===== src/rtl/opfwd_pkg.sv =====
package opfwd_pkg;
   typedef enum logic [1:0] {
      SRC_RF = 2'd0,
      SRC_A  = 2'd1,
      SRC_M  = 2'd2
   } fwd_src_e;
endpackage


===== src/rtl/opfwd_regfile.sv =====
module opfwd_regfile #(
   parameter int XLEN          = 32,
   parameter int NREG          = 32,
   parameter int NRD           = 2,
   parameter bit WRITE_THROUGH = 1'b1,
   localparam int AW           = $clog2(NREG)
) (
   input  logic                     clk,
   input  logic                     rst_n,
   input  logic                     we,
   input  logic [AW-1:0]            wa,
   input  logic [XLEN-1:0]          wd,
   input  logic [NRD-1:0][AW-1:0]   ra,
   output logic [NRD-1:0][XLEN-1:0] rd
);
   if (NREG < 2 || (1 << AW) != NREG) begin : g_bad_nreg
      $error("opfwd_regfile: NREG must be a power of two >= 2");
   end
   if (XLEN < 1 || NRD < 1) begin : g_bad_width
      $error("opfwd_regfile: XLEN and NRD must be positive");
   end

   logic [XLEN-1:0] mem [NREG];

   always_ff @(posedge clk or negedge rst_n) begin
      if (!rst_n) begin
         for (int i = 0; i < NREG; i++) mem[i] <= '0;
      end else if (we && wa != '0) begin
         mem[wa] <= wd;
      end
   end

   AST_ZERO_SLOT: assert property (@(posedge clk) disable iff (!rst_n)
      mem[0] == '0);
   AST_STORE: assert property (@(posedge clk) disable iff (!rst_n)
      (we && wa != '0) |=> mem[$past(wa)] == $past(wd));

   for (genvar p = 0; p < NRD; p++) begin : g_rd
      logic [XLEN-1:0] arr;
      assign arr = mem[ra[p]];
      if (WRITE_THROUGH) begin : g_wt
         assign rd[p] = (ra[p] == '0)             ? '0 :
                        (we && wa == ra[p])       ? wd : arr;
         AST_WT_PASS: assert property (@(posedge clk) disable iff (!rst_n)
            (we && wa != '0 && wa == ra[p]) |-> rd[p] == wd);
      end else begin : g_plain
         assign rd[p] = (ra[p] == '0) ? '0 : arr;
      end
   end
endmodule


===== src/rtl/opfwd_pick.sv =====
module opfwd_pick
   import opfwd_pkg::*;
#(
   parameter int AW = 5
) (
   input  logic          clk,
   input  logic          rst_n,
   input  logic [AW-1:0] src,
   input  logic          m_we,
   input  logic [AW-1:0] m_rd,
   input  logic          a_we,
   input  logic [AW-1:0] a_rd,
   output fwd_src_e      sel
);
   logic src_live, m_hit, a_hit;

   assign src_live = (src != '0);
   assign m_hit    = src_live && m_we && (m_rd == src);
   assign a_hit    = src_live && a_we && (a_rd == src);

   always_comb begin
      if (m_hit)      sel = SRC_M;
      else if (a_hit) sel = SRC_A;
      else            sel = SRC_RF;
   end

   AST_R0_NOFWD: assert property (@(posedge clk) disable iff (!rst_n)
      (src == '0) |-> sel == SRC_RF);
   AST_WE_GATE: assert property (@(posedge clk) disable iff (!rst_n)
      (!m_we && !a_we) |-> sel == SRC_RF);
   AST_YOUNG_WINS: assert property (@(posedge clk) disable iff (!rst_n)
      (m_we && a_we && m_rd == src && a_rd == src && src != '0) |-> sel == SRC_M);
endmodule


===== src/rtl/opfwd_top.sv =====
module opfwd_top
   import opfwd_pkg::*;
#(
   parameter int  XLEN = 32,
   parameter int  NREG = 32,
   localparam int AW   = $clog2(NREG),
   localparam int NOPS = 2
) (
   input  logic            clk,
   input  logic            rst_n,
   input  logic            w_we,
   input  logic [AW-1:0]   w_rd,
   input  logic [XLEN-1:0] w_data,
   input  logic [AW-1:0]   e_rs,
   input  logic [AW-1:0]   e_rt,
   input  logic            m_we,
   input  logic [AW-1:0]   m_rd,
   input  logic [XLEN-1:0] m_data,
   input  logic            a_we,
   input  logic [AW-1:0]   a_rd,
   input  logic [XLEN-1:0] a_data,
   output logic [XLEN-1:0] e_opa,
   output logic [XLEN-1:0] e_opb
);
   logic [NOPS-1:0][AW-1:0]   src_num;
   logic [NOPS-1:0][XLEN-1:0] rf_val;
   logic [NOPS-1:0][XLEN-1:0] opnd;

   assign src_num[0] = e_rs;
   assign src_num[1] = e_rt;

   opfwd_regfile #(
      .XLEN(XLEN), .NREG(NREG), .NRD(NOPS), .WRITE_THROUGH(1'b1)
   ) u_rf (
      .clk(clk), .rst_n(rst_n),
      .we(w_we), .wa(w_rd), .wd(w_data),
      .ra(src_num), .rd(rf_val)
   );

   for (genvar k = 0; k < NOPS; k++) begin : g_op
      fwd_src_e sel;
      opfwd_pick #(.AW(AW)) u_pick (
         .clk(clk), .rst_n(rst_n), .src(src_num[k]),
         .m_we(m_we), .m_rd(m_rd), .a_we(a_we), .a_rd(a_rd),
         .sel(sel)
      );
      assign opnd[k] = (sel == SRC_M) ? m_data :
                       (sel == SRC_A) ? a_data : rf_val[k];
   end

   assign e_opa = opnd[0];
   assign e_opb = opnd[1];

   AST_ZERO_A: assert property (@(posedge clk) disable iff (!rst_n)
      (e_rs == '0) |-> e_opa == '0);
   AST_ZERO_B: assert property (@(posedge clk) disable iff (!rst_n)
      (e_rt == '0) |-> e_opb == '0);
   AST_MFWD_A: assert property (@(posedge clk) disable iff (!rst_n)
      (m_we && m_rd == e_rs && e_rs != '0) |-> e_opa == m_data);
   AST_MFWD_B: assert property (@(posedge clk) disable iff (!rst_n)
      (m_we && m_rd == e_rt && e_rt != '0) |-> e_opb == m_data);
   AST_AFWD_A: assert property (@(posedge clk) disable iff (!rst_n)
      (a_we && a_rd == e_rs && e_rs != '0 && !(m_we && m_rd == e_rs)) |-> e_opa == a_data);
   AST_AFWD_B: assert property (@(posedge clk) disable iff (!rst_n)
      (a_we && a_rd == e_rt && e_rt != '0 && !(m_we && m_rd == e_rt)) |-> e_opb == a_data);
endmodule


===== config.mk =====
export PLATFORM = sky130hd
export DESIGN_NAME = opfwd_top
export DESIGN_NICKNAME = d
export VERILOG_FILES = /design/src/rtl/opfwd_pkg.sv /design/src/rtl/opfwd_regfile.sv /design/src/rtl/opfwd_pick.sv /design/src/rtl/opfwd_top.sv
export SDC_FILE = /design/constraint.sdc
export NUM_CORES = 2
export LEC_CHECK = 0
export BUFFER_PORTS_ARGS = -buffer_cell sky130_fd_sc_hd__buf_2
export CORE_MARGIN = 2
export CORE_UTILIZATION = 55
export DETAILED_ROUTE_END_ITERATION = 10
export GPL_TIMING_DRIVEN = 0
export PLACE_DENSITY = 0.81
export SYNTH_ARGS = -nofsm -noshare
export SYNTH_HDL_FRONTEND = slang
export SYNTH_SLANG_ARGS = --single-unit

===== constraint.sdc =====
create_clock -name clk -period 2.85 [get_ports clk]
set_input_delay 0.285 -clock clk [delete_from_list [all_inputs] [get_ports clk]]
set_output_delay 0.285 -clock clk [all_outputs]
set_load 0.01 [all_outputs]

==> flow_metrics.env <==
export IMPL_synthesis_area_um2=56400
export IMPL_die_h_um=324
export IMPL_drt_iter0_markers=8746
export IMPL_cp_end_kind="output pin"
export IMPL_postSynth_asyncResetShare_pct=100
export IMPL_synth_seq_cells=1024
export IMPL_placement_rows=117
export IMPL_cellPowerDensity_nw_per_um2=678
export IMPL_largest_register_ffs=1024
export IMPL_hold_viol=146
export IMPL_cts_sinks=1024
export IMPL_crit_type="primary input to output pin"
export IMPL_critical_path_launch_point_type="primary input"
export IMPL_grt_antenna_before_repair=25
export IMPL_num_nets_final=4783
export IMPL_cp_slowest_stage_delay_ns=0.60
export IMPL_rsz0062_at_grt="true"
export IMPL_postPlaceCellArea_um2=59300
export IMPL_timing_fmax_mhz=308
export IMPL_yosys_warnings=0
export IMPL_top_level_ports=190
export IMPL_timing_reg2reg_worst_path_depth=2
export IMPL_htreeDepth=3
export IMPL_synth_enable_flop_cells=0
export IMPL_critical_path_slowest_cell="nor4_4"
export IMPL_cts_buffers=107
export IMPL_hold_class="primary input to asynchronous set/reset pin"
export IMPL_vias=47500
export IMPL_violated_checks="DRC, hold timing, capacitance limit, slew limit, setup timing"
export IMPL_postRouteAntennaNets=0
export IMPL_setup_slack_ns=-0.393
export IMPL_arrival_ns=2.96
export IMPL_setup_viol_count_final=63
export IMPL_irDropWorstVdd_uv=466
export IMPL_cp_data_required_time_ns=2.57
export IMPL_crit_path_cell_trace="buf_12, buf_4, nand4bb_4, clkbuf_4, o22ai_2, nor4_4, nand4_1, a32o_1, buf_2"
export IMPL_placed_wire_length_estimate_um=170000
export IMPL_slack_of_the_worst_reg_to_reg_path_ns=1.89
export IMPL_grt_start_max_net_pins=165
export IMPL_register_containing_the_most_flip_flops_in_the_final_layout="u_rf.mem"
export IMPL_groute_usage_overall_pct=48.0
export IMPL_p_leak_uw=0.0296
export IMPL_worstMarginPinSlew_ns=1.54
export IMPL_clk_pin_slew_ns=0.06
export IMPL_post_synth_num_cell_types=49
export IMPL_grt_overflow_total=0
export IMPL_synthesis_instances=4285
export IMPL_critical_path_fanouts_max=10
export IMPL_final_max_slew_violation_count=17
export IMPL_critical_path_reg2reg_startpoint="u_rf.mem[963]"
export IMPL_grt_first_pass_wirelength_um=347000
export IMPL_synthesis_area_per_instance_um2=13.2
export IMPL_die_area_um2=105000
export IMPL_io_buffers=185
export IMPL_fin_worst_hold_slack_ns=-0.428
export IMPL_synth_nets=4411
export IMPL_post_route_drc_count=1
export IMPL_layout_drive_gt1_share_pct=43.0
export IMPL_syn2layout_area_growth_pct=18.5
export IMPL_post_cts_hold_buffer_count=26
export IMPL_max_cap_violations=2
export IMPL_tritoncts="yes"
export IMPL_via_count_of_the_first_global_routing_pass=45600
export IMPL_yosysSeqAreaShare_pct=45.4
export IMPL_clk_path_buf_depth=3
export IMPL_place_gp_congestion=1.05
export IMPL_worst_skew_pair_late_latency_ns=0.75
export IMPL_reg2reg_to="u_rf.mem[963]"
export IMPL_worst_setup_slack_post_dpl_ns=-1.91
export IMPL_mostFrequentLayoutCell="dfrtp_1"
export IMPL_clock_root_buffer="clkbuf_16"
export IMPL_biggestRegsByFlops="u_rf.mem: 1024 flops"
export IMPL_path_delay_family="simple AND/OR/NAND/NOR gates"
export IMPL_detailed_routing_iterations_pass_1=11
export IMPL_detail_route_wirelength_um=256000
export IMPL_die_w_um=324
export IMPL_critical_path_buf_inv_count=4
export IMPL_layout_min_cycle_time_ns=3.24
export IMPL_status="complete, but fails checks"
export IMPL_worst_slew_margin_rel_pct=-2.92
export IMPL_post_route_util_pct=65.7
export IMPL_avgViaCountPerCell=7.75
export IMPL_core_area_um2=102000
export IMPL_floorplan_initialDensity_pct=55.4
export IMPL_drt_wirelength_per_cell_um=41.7
export IMPL_timing_final_crit_share_pct=114
export IMPL_synthFlopType="dfrtp_1"
export IMPL_finalClockSkew_ns=0
export IMPL_layout_common_cells="dfrtp_1 (1024), mux2_2 (883), mux2i_1 (521)"
export IMPL_stdcell_area_um2=66900
==> worst max path at each step <==
stage | startpoint | end | depth (start not counted)
2_1_floorplan | e_rs[0] | e_opa[26] | 9
3_3_place_gp | rst_n | u_rf.mem[111] | 1
3_5_place_dp | e_rs[2] | e_opa[21] | 10
4_1_cts | u_rf.mem[917] | e_opa[21] | 7
5_1_grt | u_rf.mem[993] | e_opb[1] | 6
6_report | e_rt[4] | e_opb[31] | 9
==> cell families after synthesis <==
logic type | Yosys count | share of synthesized area (%)
multiplexers | 1790 | 39.6
flip-flops | 1024 | 45.4
AO/OA/AOI/OAI | 641 | 7.87
buffers and inverters | 498 | 3.75
AND/OR/NAND/NOR | 302 | 2.84
XOR/XNOR | 30 | 0.466
==> cells in the mapped netlist (2+ instances only) <==
cell,n,area [um2]
a211oi_1,73,548
a21oi_1,105,526
a221o_1,17,170
a221oi_1,47,412
a22oi_1,125,938
a32o_1,31,310
and2_1,4,25.0
buf_1,45,169
buf_2,127,636
buf_4,17,128
buf_6,3,33.8
clkbuf_1,305,1140
dfrtp_1,1024,25600
mux2_1,109,1230
mux2_2,883,9940
mux2i_1,542,5430
mux4_2,256,5770
nand2_1,86,323
nand2b_1,4,25.0
nand3_1,35,175
nand4_1,35,219
nand4b_1,4,35.0
nand4bb_1,3,33.8
nor2_1,35,131
nor2b_1,35,219
nor3_1,5,25.0
nor3b_1,2,15.0
nor4_1,34,213
nor4bb_1,2,20.0
o21ai_0,65,325
o21ai_1,2,10.0
o22a_1,31,272
o22ai_1,128,801
o31ai_1,15,113
or3_1,6,37.5
or4_1,2,15.0
or4b_1,3,30.0
xnor2_1,20,175
xor2_1,10,87.6
==> repair_timing <==
action | 4_1_cts | 5_1_grt
buffers inserted | 30 | 29
pin swaps | 50 | 88
endpoints found under the hold margin | 172 | 146
endpoints found under the setup margin | 64 | 64
cloned | 0 | 1
resized for setup | 599 | 289
==> cell type report <==
type,instances,area [um2]
fillers,7191,34900
multi-input cells,2763,30000
flip-flops and latches,1024,25600
plain buffers,482,3710
clock buffers,153,3140
repair buffers,278,2040
well taps,1368,1710
clock inverters,45,629
diodes,14,35.0
inverters,1,3.75
==> routing by layer <==
metal	global-route usage, %	part of all wire [%]
met1	57.0	33
met4	37.0	9.6
met5	4.58	0.35
met2	63.8	39
met3	26.6	18
==> stage by stage <==
step / cells / total power, uW / TNS, ns
after detailed placement: 5846 / 28800 / -281.66
after global routing: 6117 / 46300 / -5.14
after floorplan: 4285 / 25300 / 0
after CTS: 6088 / 44100 / -4.09
final: 6128 / 45400 / -8.37
after global placement: 5838 / 28400 / -
==> worst register-to-register path, cell delays in order, from the launching register on <==
cell	delay [ns]
dfrtp_1	0.41
buf_4	0.14
mux2_1	0.29
==> power by group <==
part           switching (uW)  leakage (uW)  internal [uW]
clock network            6480       0.00185           8770
registers                2290        0.0131          17300
logic                    5220        0.0146           5300
total                   14000        0.0296          31400
Power figures use the tool's default switching activity.
